**src/rtl/dram_refresh_ctrl.sv**
```systemverilog
module dram_refresh_ctrl #(
  parameter int ADDR_W   = 14,
  parameter int ROW_W    = 6,
  parameter int BANKS    = 4,
  parameter int CYC_CLKS = 80,
  parameter int CE_CLKS  = 46,
  parameter int REF_CLKS = 6000,
  localparam int BANK_W  = $clog2(BANKS),
  localparam int DEV_W   = ADDR_W - BANK_W
) (
  input  logic              clk,
  input  logic              rst_n,
  input  logic              cpu_req,
  input  logic              cpu_we,
  input  logic [ADDR_W-1:0] cpu_addr,
  output logic              cpu_ready,
  output logic [DEV_W-1:0]  mem_addr,
  output logic [BANKS-1:0]  mem_ce,
  output logic              mem_cs_n,
  output logic              mem_we_n
);
  localparam int CNT_W = $clog2(CYC_CLKS);
  localparam int TMR_W = $clog2(REF_CLKS);

  typedef enum logic [1:0] {IDLE, REFR, ACC} st_t;

  st_t               st;
  logic [CNT_W-1:0]  cnt;
  logic [TMR_W-1:0]  tmr;
  logic              pend;
  logic [ROW_W-1:0]  row;
  logic [ADDR_W-1:0] acc_addr;
  logic              acc_we;

  wire tmr_wrap = (tmr == TMR_W'(REF_CLKS - 1));
  wire last     = (cnt == CNT_W'(CYC_CLKS - 1));
  wire ce_on    = (st != IDLE) && (cnt < CNT_W'(CE_CLKS));

  always_ff @(posedge clk or negedge rst_n) begin
    if (!rst_n) begin
      st       <= IDLE;
      cnt      <= '0;
      tmr      <= '0;
      pend     <= 1'b0;
      row      <= '0;
      acc_addr <= '0;
      acc_we   <= 1'b0;
    end else begin
      tmr  <= tmr_wrap ? '0 : tmr + 1'b1;
      pend <= tmr_wrap | (pend & (st != IDLE));
      case (st)
        IDLE: begin
          cnt <= '0;
          if (pend) st <= REFR;
          else if (cpu_req) begin
            st       <= ACC;
            acc_addr <= cpu_addr;
            acc_we   <= cpu_we;
          end
        end
        default: begin
          if (last) begin
            cnt <= '0;
            st  <= IDLE;
            if (st == REFR) row <= row + 1'b1;
          end else cnt <= cnt + 1'b1;
        end
      endcase
    end
  end

  for (genvar b = 0; b < BANKS; b++) begin : g_ce
    assign mem_ce[b] = ce_on && (st == REFR || acc_addr[ADDR_W-1 -: BANK_W] == BANK_W'(b));
  end

  assign mem_cs_n  = (st != ACC);
  assign mem_we_n  = !(st == ACC && acc_we && ce_on);
  assign mem_addr  = (st == REFR) ? DEV_W'(row) : acc_addr[DEV_W-1:0];
  assign cpu_ready = (st == ACC) && last;

  int pend_wait;
  always_ff @(posedge clk or negedge rst_n)
    if (!rst_n) pend_wait <= 0;
    else        pend_wait <= (pend && st != REFR) ? pend_wait + 1 : 0;

  a_r8_refresh_wait_bounded: assert property (@(posedge clk) disable iff (!rst_n)
    pend_wait <= CYC_CLKS + 1);
  a_r3_refresh_keeps_deselected: assert property (@(posedge clk) disable iff (!rst_n)
    ($countones(mem_ce) > 1) |-> (mem_cs_n && mem_we_n));
  a_r4_access_single_bank: assert property (@(posedge clk) disable iff (!rst_n)
    !mem_cs_n |-> $onehot0(mem_ce));
  a_r5_strobe_needs_selected_bank: assert property (@(posedge clk) disable iff (!rst_n)
    !mem_we_n |-> (!mem_cs_n && mem_ce != '0));
  a_r6_row_steps_by_one: assert property (@(posedge clk) disable iff (!rst_n)
    (st == REFR && last) |=> (row == $past(row) + 1'b1));
  a_r7_ready_only_in_access: assert property (@(posedge clk) disable iff (!rst_n)
    cpu_ready |-> (!mem_cs_n && !cpu_ready_d));

  logic cpu_ready_d;
  always_ff @(posedge clk or negedge rst_n)
    if (!rst_n) cpu_ready_d <= 1'b0;
    else        cpu_ready_d <= cpu_ready;
endmodule

```
**config.mk**
```make
export PLATFORM = sky130hd
export DESIGN_NAME = dram_refresh_ctrl
export DESIGN_NICKNAME = d
export VERILOG_FILES = /design/src/rtl/dram_refresh_ctrl.sv
export SDC_FILE = /design/constraint.sdc
export NUM_CORES = 1
export LEC_CHECK = 0
export BUFFER_PORTS_ARGS = -buffer_cell sky130_fd_sc_hd__buf_2
export CORE_UTILIZATION = 50
export DETAILED_ROUTE_END_ITERATION = 7
export PLACE_DENSITY = 0.83
export RECOVER_POWER = 25
export SYNTH_ARGS = -nofsm -noshare
export SYNTH_HDL_FRONTEND = slang
export SYNTH_SLANG_ARGS = --single-unit
```
**constraint.sdc**
```tcl
create_clock -name clk -period 2.3 [get_ports clk]
set_input_delay 0.115 -clock clk [delete_from_list [all_inputs] [get_ports clk]]
set_output_delay 0.115 -clock clk [all_outputs]
set_load 0.005 [all_outputs]
```
==> metrics.md <==
| Metric | Value |
|---|---|
| Commonest non-fill, non-tap cell in the layout | dfrtp_1 |
| Die ar. | between 0.004 and 0.005 sq mm |
| Nets | around 250 |
| Most frequent cells in the layout | dfrtp_1, buf_2, nand2_1 |
| H-tree levels | 2 |
| Vias | around 1,600 |
| Max Clock Skew | 0.00533 ns |
| Worst Path Arrival | roughly 2.2 ns |
| Post-CTS setup buffer count | 0 |
| Area Growth Syn to Fin | 13.4% |
| Max Clk Rate | between 400 and 500 MHz |
| Comb pwr share | around 26% |
| Period minus WS final | around 2.0 ns |
| Final hold vios | 0 |
| Hold-fix buffer count after cts | 1 |
| Die W | 68.5 um |
| Final setup vio count | 0 |
| Clock Pin Slew Worst Setup and Hold Paths | 0.08 ns |
| Clk sink count | 44 |
| Ys flop type | dfrtp_1 |
| Slew @ Worst Pin | roughly 1.1 ns |
| Fin util | 60.9% |
| Vias in the first global route | about 1,500 |
| Worst R2R End | acc_addr[5]$_DFFE_PN0P_ |
| N_diodes | 0 |
| Setup crit start kind | flop |
| Share of the synthesized area in the top cell type | around 50% |
| Pwr/cell area | slightly above 800 mW/mm^2 |
| #FFs+latches synth | 44 |
| Sequential fraction of the synthesis area | approximately 50% |
| GP Congestion | between 0.8 and 0.9 |
| Largest net degree at the start of global routing | 45 |
| Hpwl dp | just over 3 mm |
| DRC Markers | 0 |
| Ys Warns | 0 |
| Syn avg cell area | between 10 and 15 sq um |
| DR vias/cell | between 5 and 6 |
| Largest cells by area after synthesis | dfrtp_1, mux2_4, mux2_2, xor2_1, and2_1 |
| Lkg Pwr | about 1.2 nW |
| Area of the mapped netlist | 0.00221 sq mm |
| Setup TNS | 0 ns |
| Root Driver | clkbuf_8 |
| # resized after CTS | 0 |
| Final Cycle Share | 88.5% |
| Sw Ratio | roughly 28% |
| R2R depth | 4 |
| CP Capture Type | flop |
| Initial antenna violation count | 0 |
| Starting density of the core | between 50% and 60% |
| NetSw | approximately 0.6 mW |
| Buffer depth of the longest clock path | 2 |
| Synth Instances | 193 |
| Outcome | complete, no violations |
| Hold Crit Class | in2reg |
| Routed len/inst | approximately 15 um |
| RSZ-0062 raised after global routing | no |
| Hold path endpoint | acc_addr[3]$_DFFE_PN0P_ |
| Final WL | between 4 and 5 mm |
| Internal power | roughly 1.5 mW |
| Pre-antenna DRT Iters | 4 |
| Grt total ovfl | 0 |
| Clk Latency, worst-skew pair | about 0.29 ns |
| Reg2Reg Setup Slack | between 0.2 and 0.3 ns |
| Max-cap violations | 0 |
| Hold Path Stages | 2 |
| Total CTS buffers | 5 |
| ANT nets after route | 0 |
| Crit path required time | about 2.5 ns |
| Layout cell share with drive strength beyond 1 | between 30% and 40% |
| Worst path max stage delay | about 0.48 ns |
| Clock tree from TritonCTS | yes |
| Vert. Die Dim | just under 70 um |
| CP Cell Sequence | or2_1 > nor3b_4 > buf_4 > mux2_2 |
| Core Box Area | slightly above 0.004 sq mm |
| Worst IR Drop VDD | around 610 uV |
| Synthesized net count | 214 |
| CP max stage cell | dfrtp_1 |
| Ys async rst share | between 90% and 100% |
| Number of enable flip-flop cells after synthesis | 0 |
| IO Port Bufs | 36 |
| First-pass GRT wire length | about 7 mm |
| Hold Crit Start | cpu_addr[3] |
| Clock network power share | 24.3% |
| Rows | 23 |
| Final count of pins violating max slew | 0 |
| Slew margin rel. | between 20% and 30% |
| Flop pwr share | between 40% and 50% |
| I/O pin cnt | 37 |
| Count of cell types in the netlist | 40 |
| Total GRT Usage | 20.6% |
| Worst r2r src | st[1]$_DFFE_PN0P_ |
| Top cell type by total area after synthesis | dfrtp_1 |
| Drt first-iter violations | 140 |
| Worst setup path class | reg2reg |
| Peak fanout along the critical path | 11 |
[power by group through the flow]
stage	registers, mW	logic, mW	clock network (mW)
2_1_floorplan	1.00	0.358	0
4_1_cts	1.03	0.540	0.511
3_5_place_dp	1.04	0.534	0
6_report	1.03	0.532	0.500
5_1_grt	1.05	0.589	0.538
3_3_place_gp	1.03	0.521	0
[sequential cells by signal, indices dropped and copies added (netlist names)]
register,cells
row,6
acc_addr,14
pend,1
st,2
acc_we,1
cnt,7
tmr,13
[critical path, delay by kind of cell (launching register included)]
kind | cells | cell delay [ns]
flops | 1 | 0.48
mux | 1 | 0.35
buf+inv | 1 | 0.29
simple gates | 2 | 0.80
[area by class of cell]
| cell class | count | area [sq um] |
|---|---|---|
| Clock buffer | 6 | 82.6 |
| Clock inverter | 2 | 10.0 |
| Fill cell | 328 | 1610 |
| Inverter | 4 | 15.0 |
| Multi-Input combinational cell | 139 | 1040 |
| Sequential cell | 44 | 1100 |
| Tap cell | 50 | 62.6 |
| Timing Repair Buffer | 38 | 198 |
[layer usage]
layer / GRT usage [%] / share of wire, %
met1: 26.4 / 46
met2: 33.0 / 49
met3: 6.50 / 3.8
met4: 6.51 / 0.82
met5: 0 / 0
[worst max path at each step]
stage | depth (start not counted) | slack, ns | end | startpoint
6_report | 4 | 0.26 | acc_addr[5]$_DFFE_PN0P_ | st[1]$_DFFE_PN0P_
5_1_grt | 4 | 0.12 | acc_addr[5]$_DFFE_PN0P_ | st[1]$_DFFE_PN0P_
4_1_cts | 4 | 0.26 | acc_addr[5]$_DFFE_PN0P_ | st[1]$_DFFE_PN0P_
3_5_place_dp | 4 | 0.27 | acc_addr[5]$_DFFE_PN0P_ | st[1]$_DFFE_PN0P_
3_3_place_gp | 4 | 0.34 | acc_addr[5]$_DFFE_PN0P_ | st[1]$_DFFE_PN0P_
2_1_floorplan | 5 | 0.59 | acc_addr[0]$_DFFE_PN0P_ | st[0]$_DFFE_PN0P_
[stage by stage]
step	worst slack, ns	total power [mW]	instances	hold slack (ns)	instance area, sq um
2_1_floorplan	0.594	1.36	193	-0.181	2210
3_3_place_gp	0.344	1.55	274	0.305	2400
3_5_place_dp	0.271	1.58	274	0.314	2400
4_1_cts	0.263	2.08	283	0.0373	2500
5_1_grt	0.119	2.18	283	0.0277	2500
6_report	0.264	2.06	283	0.0444	2500
[synth_stat cells, types with 2 or more instances]
cell and instances:
inv_1 4, buf_6 2, or3_1 6, ha_1 3, nand2b_1 3, and3_1 3
o21ai_0 8, nor2b_1 3, nor4_1 6, and2_1 9, or4_1 2, mux2_4 9
a21o_1 2, nand4_1 3, nand3_1 6, buf_2 2, dfrtp_1 44, nand4b_1 2
a21oi_1 9, nor2_1 11, o31ai_1 3, nand2_1 13, mux2_2 12, xor2_1 12
[logic make-up (layout without fill, tap and decap cells)]
family                   after synthesis  after routing  share of synthesized area (%)
flip-flops                            44             44                           49.9
multiplexers                          21             21                           12.2
AO/OA/AOI/OAI                         26             26                           7.03
XOR/XNOR                              13             13                           5.16
buffers and inverters                 10             50                           3.23
AND/OR/NAND/NOR                       76             76                           20.8
adder cells (fa/ha/maj)                3              3                           1.70
Power figures use the tool's default switching activity.
